==> src/rtl/atten_link_pkg.sv <==
package atten_link_pkg;

  typedef enum logic [2:0] {
    ST_IDLE  = 3'd0,
    ST_LEAD  = 3'd1,
    ST_SETUP = 3'd2,
    ST_HIGH  = 3'd3,
    ST_LOW   = 3'd4,
    ST_HOLD  = 3'd5
  } lk_state_e;

  function automatic int max3(input int a, input int b, input int c);
    int m;
    m = (a > b) ? a : b;
    return (m > c) ? m : c;
  endfunction

endpackage

==> src/rtl/atten_phase_timer.sv <==
module atten_phase_timer #(
  parameter int CW = 6
) (
  input  logic          clk,
  input  logic          rst,
  input  logic          load,
  input  logic [CW-1:0] load_val,
  output logic          last
);
  logic [CW-1:0] cnt;

  always_ff @(posedge clk) begin
    if (rst) begin
      cnt <= '0;
    end else if (load) begin
      cnt <= load_val - CW'(1);
    end else if (cnt != '0) begin
      cnt <= cnt - CW'(1);
    end
  end

  assign last = (cnt == '0);

  a_r6_load_nonzero: assert property (@(posedge clk) disable iff (rst)
    load |-> (load_val != '0));
endmodule

==> src/rtl/atten_frame_shifter.sv <==
module atten_frame_shifter #(
  parameter int ADDR_W = 8,
  parameter int CODE_W = 8,
  parameter logic [ADDR_W-1:0] CHAN_SEL = '0
) (
  input  logic              clk,
  input  logic              rst,
  input  logic              load,
  input  logic [CODE_W-1:0] code,
  input  logic              shift,
  output logic              sdo,
  output logic              bit_last
);
  localparam int FRAME_BITS = ADDR_W + CODE_W;
  localparam int IW = $clog2(FRAME_BITS);

  logic [FRAME_BITS-1:0] sr;
  logic [IW-1:0]         idx;

  always_ff @(posedge clk) begin
    if (rst) begin
      sr  <= '0;
      idx <= '0;
    end else if (load) begin
      sr  <= {CHAN_SEL, code};
      idx <= '0;
    end else if (shift) begin
      sr  <= {sr[FRAME_BITS-2:0], 1'b0};
      idx <= idx + IW'(1);
    end
  end

  assign sdo      = sr[FRAME_BITS-1];
  assign bit_last = (idx == IW'(FRAME_BITS-1));

  a_r9_frame_held: assert property (@(posedge clk) disable iff (rst)
    (!load && !shift) |=> $stable(sr));
endmodule

==> src/rtl/atten_link_seq.sv <==
module atten_link_seq
  import atten_link_pkg::*;
#(
  parameter int SETUP_CYC = 30,
  parameter int HALF_CYC  = 30,
  parameter int HOLD_CYC  = 30,
  parameter int CW        = 6
) (
  input  logic          clk,
  input  logic          rst,
  input  logic          start,
  input  logic          tmr_last,
  input  logic          bit_last,
  output logic          tmr_load,
  output logic [CW-1:0] tmr_val,
  output logic          sh_load,
  output logic          sh_shift,
  output logic          link_clk_q,
  output logic          link_load_q,
  output logic          done_q,
  output logic          idle
);
  lk_state_e state, nxt;

  always_comb begin
    nxt      = state;
    tmr_load = 1'b0;
    tmr_val  = '0;
    sh_load  = 1'b0;
    sh_shift = 1'b0;
    unique case (state)
      ST_IDLE: if (start) begin
        nxt     = ST_LEAD;
        sh_load = 1'b1;
      end
      ST_LEAD: begin
        nxt      = ST_SETUP;
        tmr_load = 1'b1;
        tmr_val  = CW'(SETUP_CYC);
      end
      ST_SETUP: if (tmr_last) begin
        nxt      = ST_HIGH;
        tmr_load = 1'b1;
        tmr_val  = CW'(HALF_CYC);
      end
      ST_HIGH: if (tmr_last) begin
        sh_shift = 1'b1;
        tmr_load = 1'b1;
        if (bit_last) begin
          nxt     = ST_HOLD;
          tmr_val = CW'(HOLD_CYC);
        end else begin
          nxt     = ST_LOW;
          tmr_val = CW'(HALF_CYC);
        end
      end
      ST_LOW: if (tmr_last) begin
        nxt      = ST_HIGH;
        tmr_load = 1'b1;
        tmr_val  = CW'(HALF_CYC);
      end
      ST_HOLD: if (tmr_last) nxt = ST_IDLE;
      default: nxt = ST_IDLE;
    endcase
  end

  always_ff @(posedge clk) begin
    if (rst) begin
      state       <= ST_IDLE;
      link_clk_q  <= 1'b1;
      link_load_q <= 1'b1;
      done_q      <= 1'b0;
    end else begin
      state       <= nxt;
      link_clk_q  <= !(nxt == ST_LEAD || nxt == ST_SETUP || nxt == ST_LOW);
      link_load_q <= !(nxt == ST_SETUP || nxt == ST_HIGH || nxt == ST_LOW);
      done_q      <= (state == ST_HOLD) && tmr_last;
    end
  end

  assign idle = (state == ST_IDLE);

  a_r8_done_single: assert property (@(posedge clk) disable iff (rst)
    done_q |=> !done_q);
  a_r4_clk_leads_load: assert property (@(posedge clk) disable iff (rst)
    $fell(link_load_q) |-> (!link_clk_q && !$past(link_clk_q)));
  a_r7_load_rise_clk_high: assert property (@(posedge clk) disable iff (rst)
    $rose(link_load_q) |-> link_clk_q);
  a_r8_done_ends_busy: assert property (@(posedge clk) disable iff (rst)
    done_q |-> idle);
endmodule

==> src/rtl/atten_link_tx.sv <==
module atten_link_tx
  import atten_link_pkg::*;
#(
  parameter int ADDR_W    = 8,
  parameter int CODE_W    = 8,
  parameter int SETUP_CYC = 30,
  parameter int HALF_CYC  = 30,
  parameter int HOLD_CYC  = 30
) (
  input  logic              clk,
  input  logic              rst,
  input  logic              cmd_valid,
  output logic              cmd_ready,
  input  logic [CODE_W-1:0] cmd_level,
  output logic              busy,
  output logic              done,
  output logic              link_data,
  output logic              link_clk,
  output logic              link_load
);
  localparam int MAXC = max3(SETUP_CYC, HALF_CYC, HOLD_CYC);
  localparam int CW   = $clog2(MAXC + 1);

  logic          start, tmr_load, tmr_last, sh_load, sh_shift, bit_last, idle;
  logic [CW-1:0] tmr_val;

  assign start     = cmd_valid && cmd_ready;
  assign cmd_ready = idle;
  assign busy      = !idle;

  atten_phase_timer #(.CW(CW)) u_timer (
    .clk(clk), .rst(rst), .load(tmr_load), .load_val(tmr_val), .last(tmr_last)
  );

  atten_frame_shifter #(.ADDR_W(ADDR_W), .CODE_W(CODE_W), .CHAN_SEL('0)) u_shift (
    .clk(clk), .rst(rst), .load(sh_load), .code(cmd_level), .shift(sh_shift),
    .sdo(link_data), .bit_last(bit_last)
  );

  atten_link_seq #(
    .SETUP_CYC(SETUP_CYC), .HALF_CYC(HALF_CYC), .HOLD_CYC(HOLD_CYC), .CW(CW)
  ) u_seq (
    .clk(clk), .rst(rst), .start(start), .tmr_last(tmr_last), .bit_last(bit_last),
    .tmr_load(tmr_load), .tmr_val(tmr_val), .sh_load(sh_load), .sh_shift(sh_shift),
    .link_clk_q(link_clk), .link_load_q(link_load), .done_q(done), .idle(idle)
  );

  a_r6_data_steady_high: assert property (@(posedge clk) disable iff (rst)
    (!link_load && link_clk && $past(link_clk)) |-> $stable(link_data));
  a_r9_start_only_when_ready: assert property (@(posedge clk) disable iff (rst)
    $rose(busy) |-> $past(cmd_valid && cmd_ready));
  a_r10_reset_idle: assert property (@(posedge clk)
    $past(rst) |-> (link_load && link_clk && !link_data && !busy && !done));
endmodule

==> config.mk <==
export PLATFORM = sky130hd
export DESIGN_NAME = atten_link_tx
export DESIGN_NICKNAME = d
export VERILOG_FILES = /design/src/rtl/atten_link_pkg.sv /design/src/rtl/atten_phase_timer.sv /design/src/rtl/atten_frame_shifter.sv /design/src/rtl/atten_link_seq.sv /design/src/rtl/atten_link_tx.sv
export SDC_FILE = /design/constraint.sdc
export NUM_CORES = 1
export LEC_CHECK = 0
export BUFFER_PORTS_ARGS = -buffer_cell sky130_fd_sc_hd__buf_4
export CORE_MARGIN = 2
export CORE_UTILIZATION = 45
export CTS_BUF_LIST = sky130_fd_sc_hd__clkbuf_16
export DETAILED_ROUTE_END_ITERATION = 10
export GPL_TIMING_DRIVEN = 1
export HOLD_SLACK_MARGIN = 0.02
export SYNTH_ARGS = -nofsm -noshare
export SYNTH_HDL_FRONTEND = slang
export SYNTH_SLANG_ARGS = --single-unit
==> constraint.sdc <==
create_clock -name clk -period 2.4 [get_ports clk]
set_input_delay 0.36 -clock clk [delete_from_list [all_inputs] [get_ports clk]]
set_output_delay 0.36 -clock clk [all_outputs]
set_load 0.05 [all_outputs]
==> results of run 1 <==
## through the flow
| step | worst slack, ns | utilization (%) | power (mW) | hold slack, ns |
|---|---|---|---|---|
| floorplan | 0.339 | - | 1.19 | 0.432 |
| global placement | 0.214 | 52.9 | 1.33 | 0.438 |
| detailed placement | 0.0588 | 52.9 | 1.35 | 0.447 |
| CTS | 0.0171 | 58.2 | 2.05 | 0.357 |
| global route | 0.0517 | 58.8 | 2.19 | 0.388 |
| finish | 0.268 | 58.8 | 2.08 | 0.355 |
## path summary, 6_finish.rpt
path | from | endpoint | depth (start not counted)
setup / recovery | u_timer.cnt[0] | u_timer.cnt[4] | 9
hold reg to reg | u_shift.sr[11] | u_shift.sr[12] | 2
setup reg to reg | u_timer.cnt[0] | u_timer.cnt[4] | 9
hold / removal | cmd_level[0] | u_shift.sr[0] | 3
## critical path: cells and delay by family, from the launching register on
family | cells | cell delay [ns]
fa+ha+maj | 1 | 0.24
compound gates | 3 | 0.28
flops | 1 | 0.36
simple gates | 5 | 1.18
## cells by family (layout without fill, tap and decap cells)
logic type | Yosys count | after routing | synth area share [%]
fa+ha+maj | 2 | 2 | 1.73
xor+xnor | 5 | 5 | 3.03
compound gates | 39 | 39 | 17.8
buf+inv | 14 | 35 | 5.11
mux | 1 | 1 | 0.693
flops | 31 | 31 | 43.0
simple gates | 83 | 83 | 28.7
## layout by cell type, fill, tap and decap left out, types with 2 or more instances in the layout
master / synthesis / layout
ha_1: 2 / 2
and3_1: 3 / 3
a311oi_1: 7 / 7
xor2_1: 3 / 3
clkbuf_16: 0 / 5
o21ai_0: 3 / 3
dfxtp_1: 31 / 30
buf_4: 2 / 24
nor2_1: 20 / 20
inv_1: 3 / 3
a21oi_1: 18 / 18
nand3_1: 5 / 5
a31oi_1: 3 / 3
xnor2_1: 2 / 2
nand2_1: 38 / 38
nor2b_1: 3 / 3
nor3b_1: 5 / 4
## flip-flops by register name, summed over array words and instances (netlist names)
name               count
u_shift.sr            16
u_timer.cnt            5
u_shift.idx            4
u_seq.state            3
u_seq.done_q           1
u_seq.link_clk_q       1
u_seq.link_load_q      1
## repair_timing
| action | CTS | global route |
|---|---|---|
| buffers inserted | 0 | 1 |
| endpoints found under the setup margin | 0 | 1 |
| resized for setup | 0 | 4 |
## power by group through the flow
stage	Combinational, mW	Clock [mW]	Sequential (mW)
finish	0.712	0.700	0.670
floorplan	0.506	0	0.687
CTS	0.678	0.710	0.666
detailed placement	0.670	0	0.675
global route	0.776	0.733	0.684
global placement	0.659	0	0.672
## final cells by class
| cell class | instances | area [µm²] |
|---|---|---|
| Tap cell | 44 | 55.1 |
| Multi-Input combinational cell | 130 | 763 |
| Fill cell | 308 | 1260 |
| Clock buffer | 5 | 125 |
| Inverter | 3 | 11.3 |
| Timing Repair Buffer | 24 | 180 |
| Sequential cell | 31 | 622 |
| Clock inverter | 3 | 38.8 |
## routing by layer
metal / wire [µm] / track usage (%)
met4: 40 / 7.45
met1: 1450 / 25.6
met3: 147 / 6.61
met2: 1400 / 28.6
met5: 0 / 0
==> impl_metrics.ini, run 1 <==
[global_routing]
grt_max_degree = 22
grt_pass1_wl_mm = 5.19
antenna_found_initial = 0
grt_pass1_vias = 1168
grt-ovfl-total = 0
grt_use_total_pct = 19.2

[pwr]
intPower_mw = 1.37
seqPwrFrac_pct = 32.2
power.density_nw_per_um2 = 1160
p_sw_mw = 0.709
p_clk_share_pct = 33.6
power_switching_share_pct = 34.0
p_leak_nw = 0.704
max-vdd-ir-drop_mv = 0.601
pwr-share-comb_pct = 34.2

[detailed_routing]
drt_first_pass_iters = 4
wire_per_inst_um = 12.7
drc_errors = 0
via_per_inst = 5.29
vias = 1269
ant_nets = 0
totalWireLength_mm = 3.04
drtIter0Drc = 86

[yosys]
synth_top_area_cell = dfxtp_1
synth_enable_flop_cells = 0
ys_ff_latch = 31
synth_common_cells = nand2_1 (38), dfxtp_1 (31), nor2_1 (20), a21oi_1 (18), a311oi_1 (7)
synth.area.top_cells = dfxtp_1 (43%), nand2_1 (9.9%), a21oi_1 (6.2%)
synth.distinct_cells = 37
yosysMostFrequentCell = nand2_1
ys_seq_area_share_pct = 43.0
synthCells = 175
syn_avg_cell_area_um2 = 8.25
syn_nets = 188
synth_top_area_share_pct = 43.0
synth_warnings = 0
netlist_area_um2 = 1440
synthFlopType = dfxtp_1
async_flop_share_pct = 0

[clock_network]
cts_tree = yes
insertion_delay_ns = 0.27
numCtsBuffers = 5
clkSinkCount = 31
holdBufCountCts = 0
clockRootBuffer = clkbuf_16
htreeDepth = 2
clkTransAtPathRegs_ns = 0.05
clk_path_buf_depth = 2

[die]
die_x_um = 60.6
core_um2 = 3050
initial_core_util_pct = 47.3
fp-row-count = 20
ios = 17
die_h_um = 60.6
dieArea_um2 = 3680

[final_layout]
antennaDiodeCount = 0
drive_above_1_share_pct = 19.9
area_delta_synth_final_pct = 24.3
fin_area_um2 = 1800
instances_no_fill = 240
final_nets = 208

[setup_path]
crit_chain = or4_4 -> nor2_8 -> a21boi_2 -> nor2b_1 -> ha_1 -> nor3b_2 -> nor2_1 -> a21oi_1 -> a21oi_1
r2r_slack_ns = 0.27
endpoint_kind = flop
worstPathRequired_ns = 2.61
setup.worst_path.start_class = flop
crit_path_top_delay_cell = or4_4
critical_path_arrival_ns = 2.34
crit_fanout = 7
cpPeakStageDelay_ns = 0.61
crit_top_cell = a21oi_1
worst-setup-path-type = reg2reg

[sta]
rsz0062_at_grt = no
min_period_over_period_pct = 88.8
relSlewSlack_pct = 59.2
tightest_slew_ns = 0.611
clock_skew_ns = 0.00232
final-hold-violation-count = 0
setup_viol = 0
slew_violations = 0
max_freq_ghz = 0.469
tns_ns = 0
fin_crit_ns = 2.13

[place]
place_area_um2 = 1610
placed_cells = 231
portBuffers = 16
hpwlAfterDp_mm = 2.02
gp_congestion = 0.839

[outcome]
status = finished, final reports clean

[min_path]
hold_class = in2reg

[flow_run]
drv_cap = 0
Note: power is estimated with default switching activity, not from simulation.
==> inputs of run 2 (changes only) <==
ABC_AREA = 1   (was not set)
==> run 2 against run 1 <==
Against the previous run: routed wire length shrank 17%; sequential power decreased by 7.5%; via count fell by 3.7%; first-iteration DRC count decreased by 21%; die area decreased by 2.3%; worst hold slack lost 0.0056 ns; final cell count grew 0.42%; critical path depth increased by 1; critical path type unchanged.
==> impl_metrics.ini, run 2 <==
[die]
fp-row-count = 20
core_um2 = 3000
initial_core_util_pct = 46.9
ios = 17
die_h_um = 60.0
dieArea_um2 = 3590
die_x_um = 60.0

[global_routing]
grt_pass1_vias = 1095
grt_max_degree = 18
grt-ovfl-total = 0
grt_use_total_pct = 17.3
antenna_found_initial = 0
grt_pass1_wl_mm = 4.52

[final_layout]
drive_above_1_share_pct = 19.2
nFillCells = 301
layout.area.seq_um2 = 621
largestRegisters = u_shift.sr (16), u_timer.cnt (5), u_shift.idx (4)
final_nets = 220
largest_register_ffs = 16
final_cell_mix = nand2_1 (58), dfxtp_1 (31), inv_1 (17)
antennaDiodeCount = 0
post-route-util_pct = 56.0
area_delta_synth_final_pct = 19.4
multi_input_area_um2 = 681
instances_no_fill = 241
largest_register = u_shift.sr
final_common_cell = nand2_1

[sta]
final-hold-violation-count = 0
fin_crit_ns = 1.82
relSlewSlack_pct = 73.2
max_freq_ghz = 0.548
min_period_over_period_pct = 76.0
tns_ns = 0
clock_skew_ns = 0.00400
setup_viol = 0
fin_ws_ns = 0.576
tightest_slew_ns = 0.400
slew_violations = 0
rsz0062_at_grt = no

[min_path]
worstHoldStart = rst
min_delay_worst_endpoint = u_seq.state[2]
min_path_cells = 2
hold_class = in2reg

[yosys]
ys_seq_area_share_pct = 44.0
synth_warnings = 0
synth.distinct_cells = 31
netlist_area_um2 = 1410
synth.area.top_cells = dfxtp_1 (44%), nand2_1 (15%), a21oi_1 (5.7%)
ys_ff_latch = 31
synthFlopType = dfxtp_1
syn_nets = 201
synth_enable_flop_cells = 0
synth_common_cells = nand2_1 (58), dfxtp_1 (31), a21oi_1 (16), inv_1 (15), nor2_1 (15)
synth_top_area_cell = dfxtp_1
syn_avg_cell_area_um2 = 7.49
yosysMostFrequentCell = nand2_1
async_flop_share_pct = 0
synth_top_area_share_pct = 44.0
synthCells = 188

[detailed_routing]
drtIter0Drc = 68
drt_first_pass_iters = 4
via_per_inst = 5.07
totalWireLength_mm = 2.53
wire_per_inst_um = 10.5
ant_nets = 0
drc_errors = 0
vias = 1222

[setup_path]
cpPeakStageDelay_ns = 0.33
crit_path_top_delay_cell = dfxtp_1
reg2reg_depth = 10
crit_fanout = 7
setup.worst_path.start_class = flop
crit_chain = nor2_2 -> nand3_1 -> nand2_1 -> nand3_4 -> nand2_1 -> inv_1 -> ha_1 -> and2_1 -> o21ai_1 -> a21oi_1
rr_endpoint = u_timer.cnt[2]
worst-setup-path-type = reg2reg
worstPathRequired_ns = 2.56
critical_path_arrival_ns = 1.99
reg2reg_from = u_timer.cnt[2]
crit_top_cell = nand2_1
endpoint_kind = flop
r2r_slack_ns = 0.58

[place]
placed_cells = 233
hpwlAfterDp_mm = 1.88
gp_congestion = 0.785
dpl_worst_slack_ns = 0.586
portBuffers = 16

[clock_network]
clkTransAtPathRegs_ns = 0.05
cts_resized = 0
clockRootBuffer = clkbuf_16
insertion_delay_ns = 0.27
clkSinkCount = 31
htreeDepth = 2
cts_setup_buffers = 0
numCtsBuffers = 5
clk_path_buf_depth = 2
cts_tree = yes
holdBufCountCts = 0

[outcome]
status = finished, final reports clean

[pwr]
p_leak_nw = 0.713
max-vdd-ir-drop_mv = 0.589
power.density_nw_per_um2 = 1010
p_total_mw = 1.70

[flow_run]
drv_cap = 0
==> run 2: worst max-delay path by stage <==
stage / startpoint / endpoint / cells after the start
CTS: u_timer.cnt[2] / u_timer.cnt[2] / 10
global placement: u_timer.cnt[2] / u_timer.cnt[2] / 10
finish: u_timer.cnt[2] / u_timer.cnt[2] / 10
floorplan: u_seq.state[2] / u_timer.cnt[2] / 11
global route: u_timer.cnt[2] / u_timer.cnt[2] / 10
detailed placement: u_timer.cnt[2] / u_timer.cnt[2] / 10
==> run 2: layout make-up <==
cell class	count	share of cell area [%]
clock buffer	5	7.43
clock inverter	3	0.743
inverter	20	4.91
multi-input combinational	133	40.4
sequential	31	36.9
tap	33	2.45
timing repair buffer	16	7.14
==> run 2: logic make-up after synthesis <==
family                     after synthesis  share of synthesized area, %
adders and majority gates                2                          1.78
AOI/OAI and AO/OA                       28                          10.7
DFF                                     31                          44.1
xor gates and xnor gates                 2                          1.24
and+or+nand+nor                        101                          34.5
buffers and inverters                   24                          7.64
==> run 2: report_power, final <==
part / leakage (nW) / internal (mW) / switching [mW] / total, mW
clock network: 0.0762 / 0.373 / 0.207 / 0.580
registers: 0.253 / 0.579 / 0.0418 / 0.620
logic: 0.384 / 0.167 / 0.329 / 0.496
total: 0.713 / 1.12 / 0.578 / 1.70
==> run 2: worst max-delay path, delay by kind of cell (launching register included) <==
family	cells	cell delay [ns]
simple gates	6	0.97
flops	1	0.33
fa+ha+maj	1	0.19
compound gates	2	0.19
buf+inv	1	0.04
==> run 2: per-layer routing <==
metal | GRT usage (%) | vias to the layer above | share of wire (%)
li1 | - | 645 | -
met1 | 19.8 | 549 | 44
met2 | 28.1 | 21 | 48
met3 | 5.19 | 7 | 5.5
met4 | 10.5 | 0 | 2.3
met5 | 0 | - | 0
==> run 2: per-stage QoR <==
| step | cell area [µm²] | hold WS [ns] |
|---|---|---|
| floorplan | 1410 | 0.429 |
| global placement | 1550 | 0.445 |
| detailed placement | 1550 | 0.451 |
| CTS | 1680 | 0.347 |
| global route | 1680 | 0.363 |
| finish | 1680 | 0.350 |
==> inputs of run 3 (changes only) <==
PLACE_DENSITY = 0.67   (was not set)
clock period = 1.65 ns   (was 2.4 ns; I/O delays follow)
==> run 3 against run 2 <==
Against the previous run: critical endpoint unchanged; power rose by 60%; largest cell class unchanged; first-iteration DRC count fell by 15%; sequential power rose by 48%.
==> impl_metrics.ini, run 3 (synthesized netlist as in run 2, its figures left out) <==
[sta]
tns_ns = 0
final-hold-violation-count = 0
tightest_slew_ns = 0.365
min_period_over_period_pct = 93.3
setup_viol = 0
clock_skew_ns = 0.00219
relSlewSlack_pct = 75.6
hold_slack_ns = 0.254
slew_violations = 0
rsz0062_at_grt = yes
fin_crit_ns = 1.54
max_freq_ghz = 0.650

[global_routing]
antenna_found_initial = 0
grt-ovfl-total = 0
grt_pass1_vias = 1196
grt_use_total_pct = 18.2
grt_max_degree = 18
grt_pass1_wl_mm = 4.97

[final_layout]
final_cell_mix = nand2_1 (56), dfxtp_1 (28), buf_4 (27)
largest_register_ffs = 16
area_delta_synth_final_pct = 28.3
post-route-util_pct = 60.2
drive_above_1_share_pct = 28.3
largest_register = u_shift.sr
fin_area_um2 = 1810
largestRegisters = u_shift.sr (16), u_timer.cnt (5), u_shift.idx (4)
final_common_cell = nand2_1
antennaDiodeCount = 0
final_nets = 231

[detailed_routing]
drc_errors = 0
ant_nets = 0
wire_per_inst_um = 11.4
drt_first_pass_iters = 4
vias = 1283
totalWireLength_mm = 2.88
drtIter0Drc = 58
via_per_inst = 5.09

[outcome]
status = finished, final reports clean

[setup_path]
worst-setup-path-type = reg2reg
endpoint_kind = flop
worstPathRequired_ns = 1.80
crit_fanout = 7
critical_path_arrival_ns = 1.69
setup.worst_path.start_class = flop
crit_path_top_delay_cell = dfxtp_1
critPathTopFamily = simple AND/OR/NAND/NOR gates
cp_num_buf_inv = 1
crit_chain = nor2_2 -> nand3_2 -> nand2_2 -> nand3_4 -> nand2_1 -> inv_1 -> ha_2 -> and2_4 -> o21ai_1 -> a21oi_1
cpPeakStageDelay_ns = 0.32

[clock_network]
clkSinkCount = 31
clkTransAtPathRegs_ns = 0.05
clockRootBuffer = clkbuf_16
htreeDepth = 2
cts_tree = yes
clk_path_buf_depth = 2
insertion_delay_ns = 0.27
numCtsBuffers = 5

[place]
hpwlAfterDp_mm = 2.09
gp_congestion = 0.806
place_area_um2 = 1580
portBuffers = 16

[die]
dieArea_um2 = 3590
initial_core_util_pct = 46.9
core_um2 = 3000
fp-row-count = 20
die_h_um = 60.0
ios = 17
die_x_um = 60.0

[pwr]
p_leak_nw = 0.746
max-vdd-ir-drop_mv = 0.668
power.density_nw_per_um2 = 1500
p_total_mw = 2.71

[min_path]
hold_class = in2reg

[flow_run]
drv_cap = 0
==> run 3: changes by cell type in the layout (fill, tap and decap cells not counted), moves of 2 or more <==
cell,change
inv_2,+2
dfxtp_1,-3
dfxtp_2,+3
clkinv_1,+2
nand2_1,-2
inv_1,-4
buf_4,+11
==> run 3: final timing paths <==
| kind | startpoint | endpoint | slack [ns] | cells past startpoint |
|---|---|---|---|---|
| worst min register to register | u_shift.sr[13] | u_shift.sr[14] | 0.46 | 2 |
| worst max register to register | u_timer.cnt[1] | u_timer.cnt[2] | 0.11 | 10 |
| worst max-delay path | u_timer.cnt[1] | u_timer.cnt[2] | 0.11 | 10 |
| worst min-delay path | rst | u_seq.state[2] | 0.25 | 2 |
==> run 3: cell type report <==
type / count / area, µm²
clock buffers: 5 / 125
flip-flops and latches: 31 / 624
clock inverters: 3 / 15.0
fillers: 273 / 1190
well taps: 33 / 41.3
repair buffers: 27 / 203
multi-input cells: 133 / 717
inverters: 20 / 82.6
==> run 3: power breakdown <==
part           leakage, nW  internal, mW  switching (mW)
registers            0.254         0.845          0.0727
clock network       0.0649         0.546           0.290
logic                0.427         0.392           0.561
==> run 3: worst register-to-register path, stage by stage (launching register included) <==
cell	delay (ns)
dfxtp_1	0.32
nor2_2	0.14
nand3_2	0.11
nand2_2	0.12
nand3_4	0.11
nand2_1	0.09
inv_1	0.04
ha_2	0.18
and2_4	0.16
o21ai_1	0.12
a21oi_1	0.05
==> run 3: metal layers <==
metal	wire (µm)	up-vias	global-route usage, %
met5	0	-	0
met4	17	0	7.30
met3	76	2	4.11
met2	1520	21	32.3
met1	1270	597	20.9
li1	-	663	-
==> run 3: through the flow <==
step                      std cells  setup WS, ns
after floorplan                 188        0.0255
after global placement          237        0.0660
after detailed placement        237       -0.0229
after CTS                       245        0.0167
after global routing            252       -0.0390
final                           252         0.111
==> run 3: what timing repair did <==
item | in CTS | in global routing
pin swaps | 0 | 11
setup buffers | 0 | 7
gates resized for setup | 5 | 7
hold buffers | 0 | 0
endpoints found under the setup margin | 1 | 6
hold endpoints to repair | 0 | 0
